### src/rtl/rst_irq_pkg.sv
package rst_irq_pkg;

    parameter int VEC_W  = 16;
    parameter int N_SRC  = 5;
    parameter int MASK_W = 3;

    typedef enum logic [2:0] {
        SRC_NONE = 3'd0,
        SRC_TRAP = 3'd1,
        SRC_R75  = 3'd2,
        SRC_R65  = 3'd3,
        SRC_R55  = 3'd4,
        SRC_GEN  = 3'd5
    } src_e;

    typedef struct packed {
        logic             accept;
        src_e             src;
        logic [VEC_W-1:0] vector;
        logic             ack;
    } grant_t;

    // restart slot n.5 jumps to n.5 * 8
    function automatic logic [VEC_W-1:0] vec_of(input src_e s);
        case (s)
            SRC_TRAP: vec_of = VEC_W'(16'h0024);
            SRC_R75:  vec_of = VEC_W'(16'h003C);
            SRC_R65:  vec_of = VEC_W'(16'h0034);
            SRC_R55:  vec_of = VEC_W'(16'h002C);
            default:  vec_of = '0;
        endcase
    endfunction

endpackage

### src/rtl/irq_edge_catch.sv
module irq_edge_catch (
    input  logic clk,
    input  logic rst,
    input  logic pin,
    input  logic clr,
    output logic caught
);
    logic prev_q;
    logic rise;

    assign rise = pin & ~prev_q;

    always_ff @(posedge clk) begin
        if (rst) begin
            prev_q <= pin;
            caught <= 1'b0;
        end else begin
            prev_q <= pin;
            if (rise)
                caught <= 1'b1;
            else if (clr)
                caught <= 1'b0;
        end
    end
endmodule

### src/rtl/irq_ctrl_regs.sv
module irq_ctrl_regs
    import rst_irq_pkg::*;
(
    input  logic              clk,
    input  logic              rst,
    input  logic              mask_wr,
    input  logic [MASK_W-1:0] mask_bits,
    input  logic              ien_set,
    input  logic              ien_clr,
    input  logic              taken,
    output logic [MASK_W-1:0] mask_q,
    output logic              ien_q
);
    always_ff @(posedge clk) begin
        if (rst) begin
            mask_q <= '1;
            ien_q  <= 1'b0;
        end else begin
            if (mask_wr)
                mask_q <= mask_bits;
            if (taken)
                ien_q <= 1'b0;
            else if (ien_set)
                ien_q <= 1'b1;
            else if (ien_clr)
                ien_q <= 1'b0;
        end
    end
endmodule

### src/rtl/irq_pick.sv
module irq_pick
    import rst_irq_pkg::*;
(
    input  logic [N_SRC-1:0] req,
    output logic [N_SRC-1:0] onehot,
    output src_e             winner
);
    // index 0 is the highest rank
    always_comb begin
        onehot = '0;
        winner = SRC_NONE;
        for (int i = N_SRC - 1; i >= 0; i--) begin
            if (req[i]) begin
                onehot = '0;
                onehot[i] = 1'b1;
                winner = src_e'(i + 1);
            end
        end
    end
endmodule

### src/rtl/rst_irq_arbiter.sv
module rst_irq_arbiter
    import rst_irq_pkg::*;
(
    input  logic              clk,
    input  logic              rst,
    input  logic              trap_pin,
    input  logic              rst75_pin,
    input  logic              rst65_pin,
    input  logic              rst55_pin,
    input  logic              gen_req_pin,
    input  logic              mask_wr,
    input  logic [MASK_W:0]   mask_wdata,
    input  logic              ien_set,
    input  logic              ien_clr,
    input  logic              sample,
    output logic              accept,
    output logic [2:0]        src_code,
    output logic [VEC_W-1:0]  vector,
    output logic              ack_cycle,
    output logic              ien_state
);
    localparam int CLR75_BIT = MASK_W;

    logic              trap_caught, r75_caught;
    logic [MASK_W-1:0] mask_q;
    logic              ien_q;
    logic [N_SRC-1:0]  req, onehot;
    src_e              winner;
    logic              take;
    grant_t            grant_q;

    assign take = sample & (winner != SRC_NONE);

    irq_edge_catch u_trap_catch (
        .clk(clk), .rst(rst), .pin(trap_pin),
        .clr(take && winner == SRC_TRAP), .caught(trap_caught)
    );

    irq_edge_catch u_r75_catch (
        .clk(clk), .rst(rst), .pin(rst75_pin),
        .clr((take && winner == SRC_R75) || (mask_wr && mask_wdata[CLR75_BIT])),
        .caught(r75_caught)
    );

    irq_ctrl_regs u_regs (
        .clk(clk), .rst(rst), .mask_wr(mask_wr),
        .mask_bits(mask_wdata[MASK_W-1:0]),
        .ien_set(ien_set), .ien_clr(ien_clr), .taken(take),
        .mask_q(mask_q), .ien_q(ien_q)
    );

    assign req[0] = trap_caught & trap_pin;
    assign req[1] = ien_q & r75_caught  & ~mask_q[2];
    assign req[2] = ien_q & rst65_pin   & ~mask_q[1];
    assign req[3] = ien_q & rst55_pin   & ~mask_q[0];
    assign req[4] = ien_q & gen_req_pin;

    irq_pick u_pick (.req(req), .onehot(onehot), .winner(winner));

    always_ff @(posedge clk) begin
        if (rst) begin
            grant_q <= '0;
        end else if (take) begin
            grant_q.accept <= 1'b1;
            grant_q.src    <= winner;
            grant_q.vector <= vec_of(winner);
            grant_q.ack    <= (winner == SRC_GEN);
        end else begin
            grant_q <= '0;
        end
    end

    assign accept    = grant_q.accept;
    assign src_code  = grant_q.src;
    assign vector    = grant_q.vector;
    assign ack_cycle = grant_q.ack;
    assign ien_state = ien_q;

    AST_ACCEPT_AT_SAMPLE: assert property (@(posedge clk) disable iff (rst)
        accept |-> $past(sample));
    AST_ENABLE_DROPS: assert property (@(posedge clk) disable iff (rst)
        accept |-> !ien_state);
    AST_TRAP_LEVEL: assert property (@(posedge clk) disable iff (rst)
        (accept && src_code == SRC_TRAP) |-> $past(trap_pin));
    AST_MASK_HONOURED: assert property (@(posedge clk) disable iff (rst)
        (accept && src_code == SRC_R65) |-> !$past(mask_q[1]));
    AST_ACK_ONLY_GEN: assert property (@(posedge clk) disable iff (rst)
        ack_cycle |-> (accept && src_code == SRC_GEN));
    AST_SINGLE_WINNER: assert property (@(posedge clk) disable iff (rst)
        $onehot0(onehot));
    AST_GATED_BY_ENABLE: assert property (@(posedge clk) disable iff (rst)
        (accept && src_code != SRC_TRAP) |-> $past(ien_state));
endmodule

### config.mk
export PLATFORM = sky130hd
export DESIGN_NAME = rst_irq_arbiter
export DESIGN_NICKNAME = d
export VERILOG_FILES = /design/src/rtl/rst_irq_pkg.sv /design/src/rtl/irq_edge_catch.sv /design/src/rtl/irq_ctrl_regs.sv /design/src/rtl/irq_pick.sv /design/src/rtl/rst_irq_arbiter.sv
export SDC_FILE = /design/constraint.sdc
export NUM_CORES = 1
export LEC_CHECK = 0
export BUFFER_PORTS_ARGS = -buffer_cell sky130_fd_sc_hd__buf_4
export CORE_AREA = 5 5 47 49
export DETAILED_ROUTE_END_ITERATION = 16
export DIE_AREA = 0 0 52 54
export PLACE_DENSITY = 0.81
export SYNTH_ARGS = -nofsm -noshare
export SYNTH_HDL_FRONTEND = slang
export SYNTH_HIERARCHICAL = 1
export SYNTH_SLANG_ARGS = --single-unit
### constraint.sdc
create_clock -name clk -period 5.1 [get_ports clk]
set_input_delay 0.765 -clock clk [delete_from_list [all_inputs] [get_ports clk]]
set_output_delay 0.765 -clock clk [all_outputs]
set_load 0.05 [all_outputs]
==> flow_metrics.env, run 1 <==
export IMPL_cp_arrival_ps=2230
export IMPL_grt_max_degree=10
export IMPL_cts_tree="yes"
export IMPL_gp_congestion=0.797
export IMPL_worstPathCellList="buf_4 > nand2_1 > nor2_1 > nor2_1 > a21oi_1 > nor2_1 > a32o_2 > nand2b_1 > a21oi_2"
export IMPL_timing_final_crit_share=0.393
export IMPL_worst_path_buf_inv=1
export IMPL_drt_first_iter_violations=4
export IMPL_stdcell_count=131
export IMPL_clk_latency_ps=280
export IMPL_antenna_found_initial=0
export IMPL_min_delay_start="u_trap_catch/caught$_SDFFE_PP0P_"
export IMPL_avgSynthCellArea_um2=9.42
export IMPL_port_buffers=24
export IMPL_max_clock_freq_ghz=0.498
export IMPL_p_int_mw=0.195
export IMPL_cts_hold_buf=0
export IMPL_clk_pin_slew_ps=90
export IMPL_grt_util_met1=0.113
export IMPL_worst_slew_pin_slew_ps=498
export IMPL_busiest_layer="met2"
export IMPL_end_kind="flip-flop"
export IMPL_critPathMaxStageDelay_ps=440
export IMPL_critPathLaunchType="primary input"
export IMPL_cp_common_cell="nor2_1"
export IMPL_setup_viol=0
export IMPL_routed_wl_um=1340
export IMPL_status="finished, final reports clean"
export IMPL_grt_use_total=0.0990
export IMPL_grt_pass1_wl_um=1970
export IMPL_postCtsResizedCells=0
export IMPL_reg2reg_slack_ps=3210
export IMPL_setup_tns_ps=0
export IMPL_firstDrtPassIters=3
export IMPL_via_per_inst=4.20
export IMPL_wl_per_cell_um=10.2
export IMPL_root_buffer="clkbuf_4"
export IMPL_vias=550
export IMPL_die_x_um=52
export IMPL_holdPathStages=2
export IMPL_r2r_end="u_r75_catch/caught$_SDFFE_PP0P_"
export IMPL_irDropWorstVdd_mv=0.194
export IMPL_hold_slack_ps=494
export IMPL_htree_num_levels=1
export IMPL_syn_area_um2=744
export IMPL_drc_errors=0
export IMPL_final_antenna_net_count=0
export IMPL_area_growth_synth_to_final_pct=25.4
export IMPL_whs_endpoint="u_trap_catch/caught$_SDFFE_PP0P_"
export IMPL_combPwrFrac=0.234
export IMPL_fp_dieArea_um2=2810
export IMPL_power_frac_clock=0.287
export IMPL_start_util=0.409
export IMPL_worst_r2r_path_depth=8
export IMPL_min_path_type="flip-flop to flip-flop"
export IMPL_critPathSlowestCell="a21oi_1"
export IMPL_p_sw_frac=0.302
export IMPL_power_density_nw_per_um2=299
export IMPL_hpwl_um=1050
export IMPL_coreArea_um2=1820
export IMPL_rows=16
export IMPL_numCtsBuffers=3
export IMPL_cp_top_family="compound AO/OA/AOI/OAI gates"
export IMPL_dp_cells=127
export IMPL_io_pins=37
export IMPL_reg2reg_from="u_regs/ien_q$_SDFFE_PP0P_"
export IMPL_leakage_nw=0.424
export IMPL_cts_buffer_depth=2
export IMPL_die_h_um=54
export IMPL_worstSetupPathType="primary input to flip-flop"
export IMPL_fin_crit_ps=2010
export IMPL_drive_above_1_share=0.356
export IMPL_grt_ovfl_total=0
export IMPL_slew_headroom=0.667
export IMPL_ys_warn_count=6
export IMPL_switching_power_mw=0.0842
export IMPL_nets=120
export IMPL_num_antenna_cells=0
export IMPL_grt_use_met3=0.0582
export IMPL_rsz0062_at_grt="false"
export IMPL_grtUsageMet2=0.157
export IMPL_slew_violations=0
export IMPL_finalClockSkew_ps=4.16
export IMPL_crit_fanout=7
export IMPL_cts_sinks=16
export IMPL_p_seq_frac=0.480
export IMPL_drv_cap=0
export IMPL_finalPower_mw=0.279
export IMPL_first_global_vias=451
export IMPL_postSynthCellCount=79
export IMPL_cts_setup_buffers=0
export IMPL_hold_viol=0
export IMPL_crit_required_ps=5320
export IMPL_cp_depth=9
worst reg2reg max path, cell delays in order (launching register included):
cell	delay, ps
dfxtp_1	420
nand2_1	70
nor2_1	200
nor2_1	80
a21oi_1	440
nor2_1	100
a32o_2	270
nand2b_1	140
a21oi_2	110
worst max-delay path by stage:
stage / from / end / slack (ps)
after CTS: rst65_pin / u_r75_catch/caught$_SDFFE_PP0P_ / 3110
after detailed placement: rst65_pin / u_r75_catch/caught$_SDFFE_PP0P_ / 2800
after global routing: rst65_pin / u_r75_catch/caught$_SDFFE_PP0P_ / 2970
final: rst65_pin / u_r75_catch/caught$_SDFFE_PP0P_ / 3090
after floorplan: rst65_pin / u_r75_catch/caught$_SDFFE_PP0P_ / 3040
after global placement: rst65_pin / u_r75_catch/caught$_SDFFE_PP0P_ / 2880
area by class of cell:
type                            count  area, um2
Tap cell                           27       33.8
Multi-Input combinational cell     60        363
Clock buffer                        4       36.3
Fill cell                         176        888
Sequential cell                    16        320
Timing Repair Buffer               24        180
layout by cell type (no fill, tap or decap), types with 4 or more instances in the layout:
cell type and instances:
and2_1 4, buf_4 24, conb_1 12, dfxtp_1 16, nand2b_1 6, nor2_1 9, nor2b_1 6
per-stage QoR:
stage | util | instance area (um2) | worst slack [ps]
floorplan | - | 786 | 3040
global placement | 0.492 | 897 | 2880
detailed placement | 0.492 | 897 | 2800
CTS | 0.512 | 933 | 3110
global route | 0.512 | 933 | 2970
finish | 0.512 | 933 | 3090
registers in the layout, summed over array words and instances, names as in the netlist:
signal               count
u_r75_catch/prev_q       1
vector                   3
u_trap_catch/prev_q      1
ack_cycle                1
u_r75_catch/caught       1
u_regs/mask_q            3
src_code                 3
accept                   1
u_regs/ien_q             1
u_trap_catch/caught      1
power by group through the flow:
stage	sequential, mW	clock (mW)	combinational, mW
6_report	0.134	0.0801	0.0653
5_1_grt	0.135	0.0924	0.0695
4_1_cts	0.134	0.0830	0.0655
3_5_place_dp	0.137	0	0.0653
3_3_place_gp	0.137	0	0.0644
2_1_floorplan	0.145	0	0.0472
metal layers:
| metal | up-vias | share of wire |
|---|---|---|
| met5 | - | 0 |
| met4 | 0 | 0.0075 |
| met3 | 2 | 0.096 |
| met2 | 22 | 0.50 |
| met1 | 240 | 0.40 |
| li1 | 286 | - |
(Power assumes the default switching activity.)
==> inputs of run 2 (changes only) <==
Settings changed: CORE_AREA 5 5 47 49 to 5 5 50 52, DIE_AREA 0 0 52 54 to 0 0 55 57, PLACE_DENSITY 0.81 to 0.75.
Clock period 5.1 ns to 1.7 ns, I/O delays scaled along.
==> flow_metrics.env, run 2 (synthesis results as in run 1) <==
export IMPL_drv_cap=0
export IMPL_cts_setup_buffers=0
export IMPL_p_seq_frac=0.501
export IMPL_timing_final_crit_share=0.908
export IMPL_setup_viol=0
export IMPL_gp_congestion=0.646
export IMPL_critPathLaunchType="flip-flop"
export IMPL_cts_tree="yes"
export IMPL_htree_num_levels=1
export IMPL_power_density_nw_per_um2=839
export IMPL_setup_tns_ps=0
export IMPL_leakage_nw=0.435
export IMPL_clk_latency_ps=270
export IMPL_status="finished, final reports clean"
export IMPL_grt_pass1_wl_um=1990
export IMPL_io_pins=37
export IMPL_grt_use_total=0.0872
export IMPL_end_kind="flip-flop"
export IMPL_first_global_vias=474
export IMPL_numCtsBuffers=3
export IMPL_final_core_util=0.463
export IMPL_wl_per_cell_um=9.99
export IMPL_final_antenna_net_count=0
export IMPL_vias=566
export IMPL_mostFrequentLayoutCells="buf_4, dfxtp_1, conb_1, nor2_1"
export IMPL_firstDrtPassIters=4
export IMPL_max_clock_freq_ghz=0.648
export IMPL_port_buffers=24
export IMPL_cts_buffer_depth=2
export IMPL_final_area_um2=955
export IMPL_root_buffer="clkbuf_4"
export IMPL_crit_fanout=6
export IMPL_grt_max_degree=10
export IMPL_area_growth_synth_to_final_pct=28.2
export IMPL_min_delay_start="rst75_pin"
export IMPL_die_x_um=55
export IMPL_hold_viol=0
export IMPL_drive_above_1_share=0.383
export IMPL_combPwrFrac=0.255
export IMPL_antenna_found_initial=0
export IMPL_routed_wl_um=1350
export IMPL_min_path_type="primary input to flip-flop"
export IMPL_coreArea_um2=2060
export IMPL_fin_crit_ps=1540
export IMPL_nets=123
export IMPL_final_common_cell="buf_4"
export IMPL_slew_violations=0
export IMPL_power_frac_clock=0.244
export IMPL_drt_first_iter_violations=8
export IMPL_cts_hold_buf=0
export IMPL_grt_ovfl_total=0
export IMPL_fill_cells=209
export IMPL_reg2reg_from="u_regs/ien_q$_SDFFE_PP0P_"
export IMPL_drc_errors=0
export IMPL_critPathLaunch="u_regs/ien_q$_SDFFE_PP0P_"
export IMPL_rows=17
export IMPL_rsz0062_at_grt="false"
export IMPL_finalClockSkew_ps=4.16
export IMPL_start_util=0.361
export IMPL_die_h_um=57
export IMPL_cp_arrival_ps=1760
export IMPL_fp_dieArea_um2=3140
export IMPL_cts_sinks=16
export IMPL_crit_required_ps=1910
export IMPL_num_antenna_cells=0
export IMPL_irDropWorstVdd_mv=0.461
export IMPL_switching_power_mw=0.249
export IMPL_post_dp_cell_area_um2=928
export IMPL_p_int_mw=0.552
export IMPL_postCtsResizedCells=0
export IMPL_p_sw_frac=0.311
export IMPL_worstSetupPathType="flip-flop to flip-flop"
export IMPL_clk_pin_slew_ps=90
export IMPL_via_per_inst=4.19
[run 2: stage by stage]
stage          cells  hold slack, ps  worst slack, ps  total power [mW]
2_1_floorplan     90             283             78.6             0.577
3_3_place_gp     131             372              195             0.612
3_5_place_dp     131             375              169             0.615
4_1_cts          135            83.5              157             0.815
5_1_grt          135            72.9             15.9             0.850
6_report         135            96.1              156             0.801
[run 2: layout make-up]
cell class / instances / area [um2] / share of cell area
clock buffers: 4 / 26.3 / 0.0275
multi-input cells: 60 / 367 / 0.384
flip-flops and latches: 16 / 324 / 0.339
well taps: 28 / 35.0 / 0.0367
repair buffers: 27 / 203 / 0.212
[run 2: metal layers]
layer  up-vias  wire, um  global-route usage
li1        292         -                   -
met1       255       546              0.0952
met2        19       691               0.142
met3         0       111              0.0366
met4         0         0              0.0417
met5         -         0                   0
[run 2: final timing paths]
path | to | slack, ps | cells after the start
hold / removal | u_r75_catch/prev_q$_DFF_P_ | 100 | 1
setup / recovery | u_r75_catch/caught$_SDFFE_PP0P_ | 160 | 8
hold reg to reg | u_trap_catch/caught$_SDFFE_PP0P_ | 480 | 2
setup reg to reg | u_r75_catch/caught$_SDFFE_PP0P_ | 160 | 8
[run 2: power groups by stage]
stage / combinational [mW] / clock (mW) / sequential, mW
global placement: 0.203 / 0 / 0.409
finish: 0.205 / 0.195 / 0.401
detailed placement: 0.205 / 0 / 0.410
global route: 0.217 / 0.230 / 0.403
floorplan: 0.143 / 0 / 0.435
CTS: 0.206 / 0.208 / 0.401
[run 2: worst max-delay path, cell delays in order (launching register included)]
cell      delay [ps]
dfxtp_4          370
nand2_1           50
nor2_1           180
nor2_1            80
a21oi_2          210
nor2_1            80
a32o_2           250
nand2b_1         150
a21oi_2          110
==> inputs of run 3 (changes only) <==
Settings changed: CORE_AREA 5 5 50 52 to 2 2 47 49, DIE_AREA 0 0 55 57 to 0 0 49 51.
==> flow_metrics.env, run 3 (synthesis results as in run 1) <==
export IMPL_mostFrequentLayoutCells="buf_4, dfxtp_1, conb_1, nor2_1"
export IMPL_num_antenna_cells=0
export IMPL_drive_above_1_share=0.393
export IMPL_setup_viol=0
export IMPL_irDropWorstVdd_mv=0.454
export IMPL_grt_pass1_wl_um=2010
export IMPL_drc_errors=0
export IMPL_coreArea_um2=2060
export IMPL_dp_slack_ps=154
export IMPL_crit_required_ps=1920
export IMPL_htree_num_levels=1
export IMPL_antenna_found_initial=0
export IMPL_finalClockSkew_ps=2.08
export IMPL_grt_max_degree=10
export IMPL_crit_fanout=6
export IMPL_rsz0062_at_grt="false"
export IMPL_postCtsResizedCells=0
export IMPL_die_h_um=51
export IMPL_grt_use_total=0.106
export IMPL_stdcell_count=135
export IMPL_timing_final_crit_share=0.929
export IMPL_first_global_vias=489
export IMPL_start_util=0.361
export IMPL_area_growth_synth_to_final_pct=29.6
export IMPL_critPathLaunchType="flip-flop"
export IMPL_power_density_nw_per_um2=878
export IMPL_drv_cap=0
export IMPL_multiInputGateArea_um2=367
export IMPL_die_x_um=49
export IMPL_seqCellArea_um2=324
export IMPL_routed_wl_um=1270
export IMPL_worstPathCellList="nand2_1 > nor2_1 > nor2_1 > a21oi_2 > nor2_1 > a32o_2 > nand2b_1 > a21oi_2"
export IMPL_cts_sinks=16
export IMPL_nets=123
export IMPL_cts_setup_buffers=0
export IMPL_io_pins=37
export IMPL_leakage_nw=0.441
export IMPL_clk_pin_slew_ps=90
export IMPL_slew_violations=0
export IMPL_end_kind="flip-flop"
export IMPL_final_core_util=0.468
export IMPL_via_per_inst=4.30
export IMPL_final_common_cell="buf_4"
export IMPL_fill_cells=202
export IMPL_clk_latency_ps=280
export IMPL_dp_cells=131
export IMPL_hpwl_um=1000
export IMPL_rows=17
export IMPL_critPathMaxStageDelay_ps=370
export IMPL_setup_tns_ps=0
export IMPL_wl_per_cell_um=9.37
export IMPL_vias=581
export IMPL_finalPower_mw=0.847
export IMPL_cp_common_cell="nor2_1"
export IMPL_cp_arrival_ps=1800
export IMPL_fin_ws_ps=121
export IMPL_min_path_type="primary input to flip-flop"
export IMPL_port_buffers=24
export IMPL_fp_dieArea_um2=2500
export IMPL_worstSetupPathType="flip-flop to flip-flop"
export IMPL_hold_slack_ps=85.7
export IMPL_max_clock_freq_ghz=0.633
export IMPL_grt_ovfl_total=0
export IMPL_critPathSlowestCell="dfxtp_4"
export IMPL_cts_buffer_depth=2
export IMPL_numCtsBuffers=3
export IMPL_gp_congestion=0.726
export IMPL_final_area_um2=965
export IMPL_cts_tree="yes"
export IMPL_firstDrtPassIters=4
export IMPL_cts_hold_buf=0
export IMPL_final_antenna_net_count=0
export IMPL_drt_first_iter_violations=7
export IMPL_root_buffer="clkbuf_4"
export IMPL_status="finished, final reports clean"
export IMPL_hold_viol=0
export IMPL_post_dp_cell_area_um2=928
export IMPL_fin_crit_ps=1580
-- run 3: critical path: cells and delay by family, from the launching register on --
family / cells / cell delay, ps
simple gates: 5 / 580
compound gates: 3 / 570
flops: 1 / 370
-- run 3: cell type report --
| class | count | share of cell area |
|---|---|---|
| Clock buffer | 4 | 0.0376 |
| Multi-Input combinational cell | 60 | 0.380 |
| Sequential cell | 16 | 0.336 |
| Tap cell | 28 | 0.0363 |
| Timing Repair Buffer | 27 | 0.210 |
-- run 3: worst paths after layout --
check,startpoint,end,slack [ps],depth (start not counted)
worst max-delay path,u_regs/ien_q$_SDFFE_PP0P_,u_r75_catch/caught$_SDFFE_PP0P_,120,8
worst min-delay path,rst75_pin,u_r75_catch/prev_q$_DFF_P_,90,1
worst max register to register,u_regs/ien_q$_SDFFE_PP0P_,u_r75_catch/caught$_SDFFE_PP0P_,120,8
worst min register to register,u_trap_catch/caught$_SDFFE_PP0P_,u_trap_catch/caught$_SDFFE_PP0P_,480,2
-- run 3: layer usage --
metal | wire [um] | track usage
met2 | 653 | 0.174
met3 | 79 | 0.0292
met4 | 13 | 0.0714
met5 | 0 | 0
met1 | 517 | 0.120
-- run 3: report_power, final --
part	internal (mW)	total (mW)	switching, mW
Combinational	0.0686	0.204	0.136
Sequential	0.393	0.401	0.00802
Clock	0.130	0.242	0.112
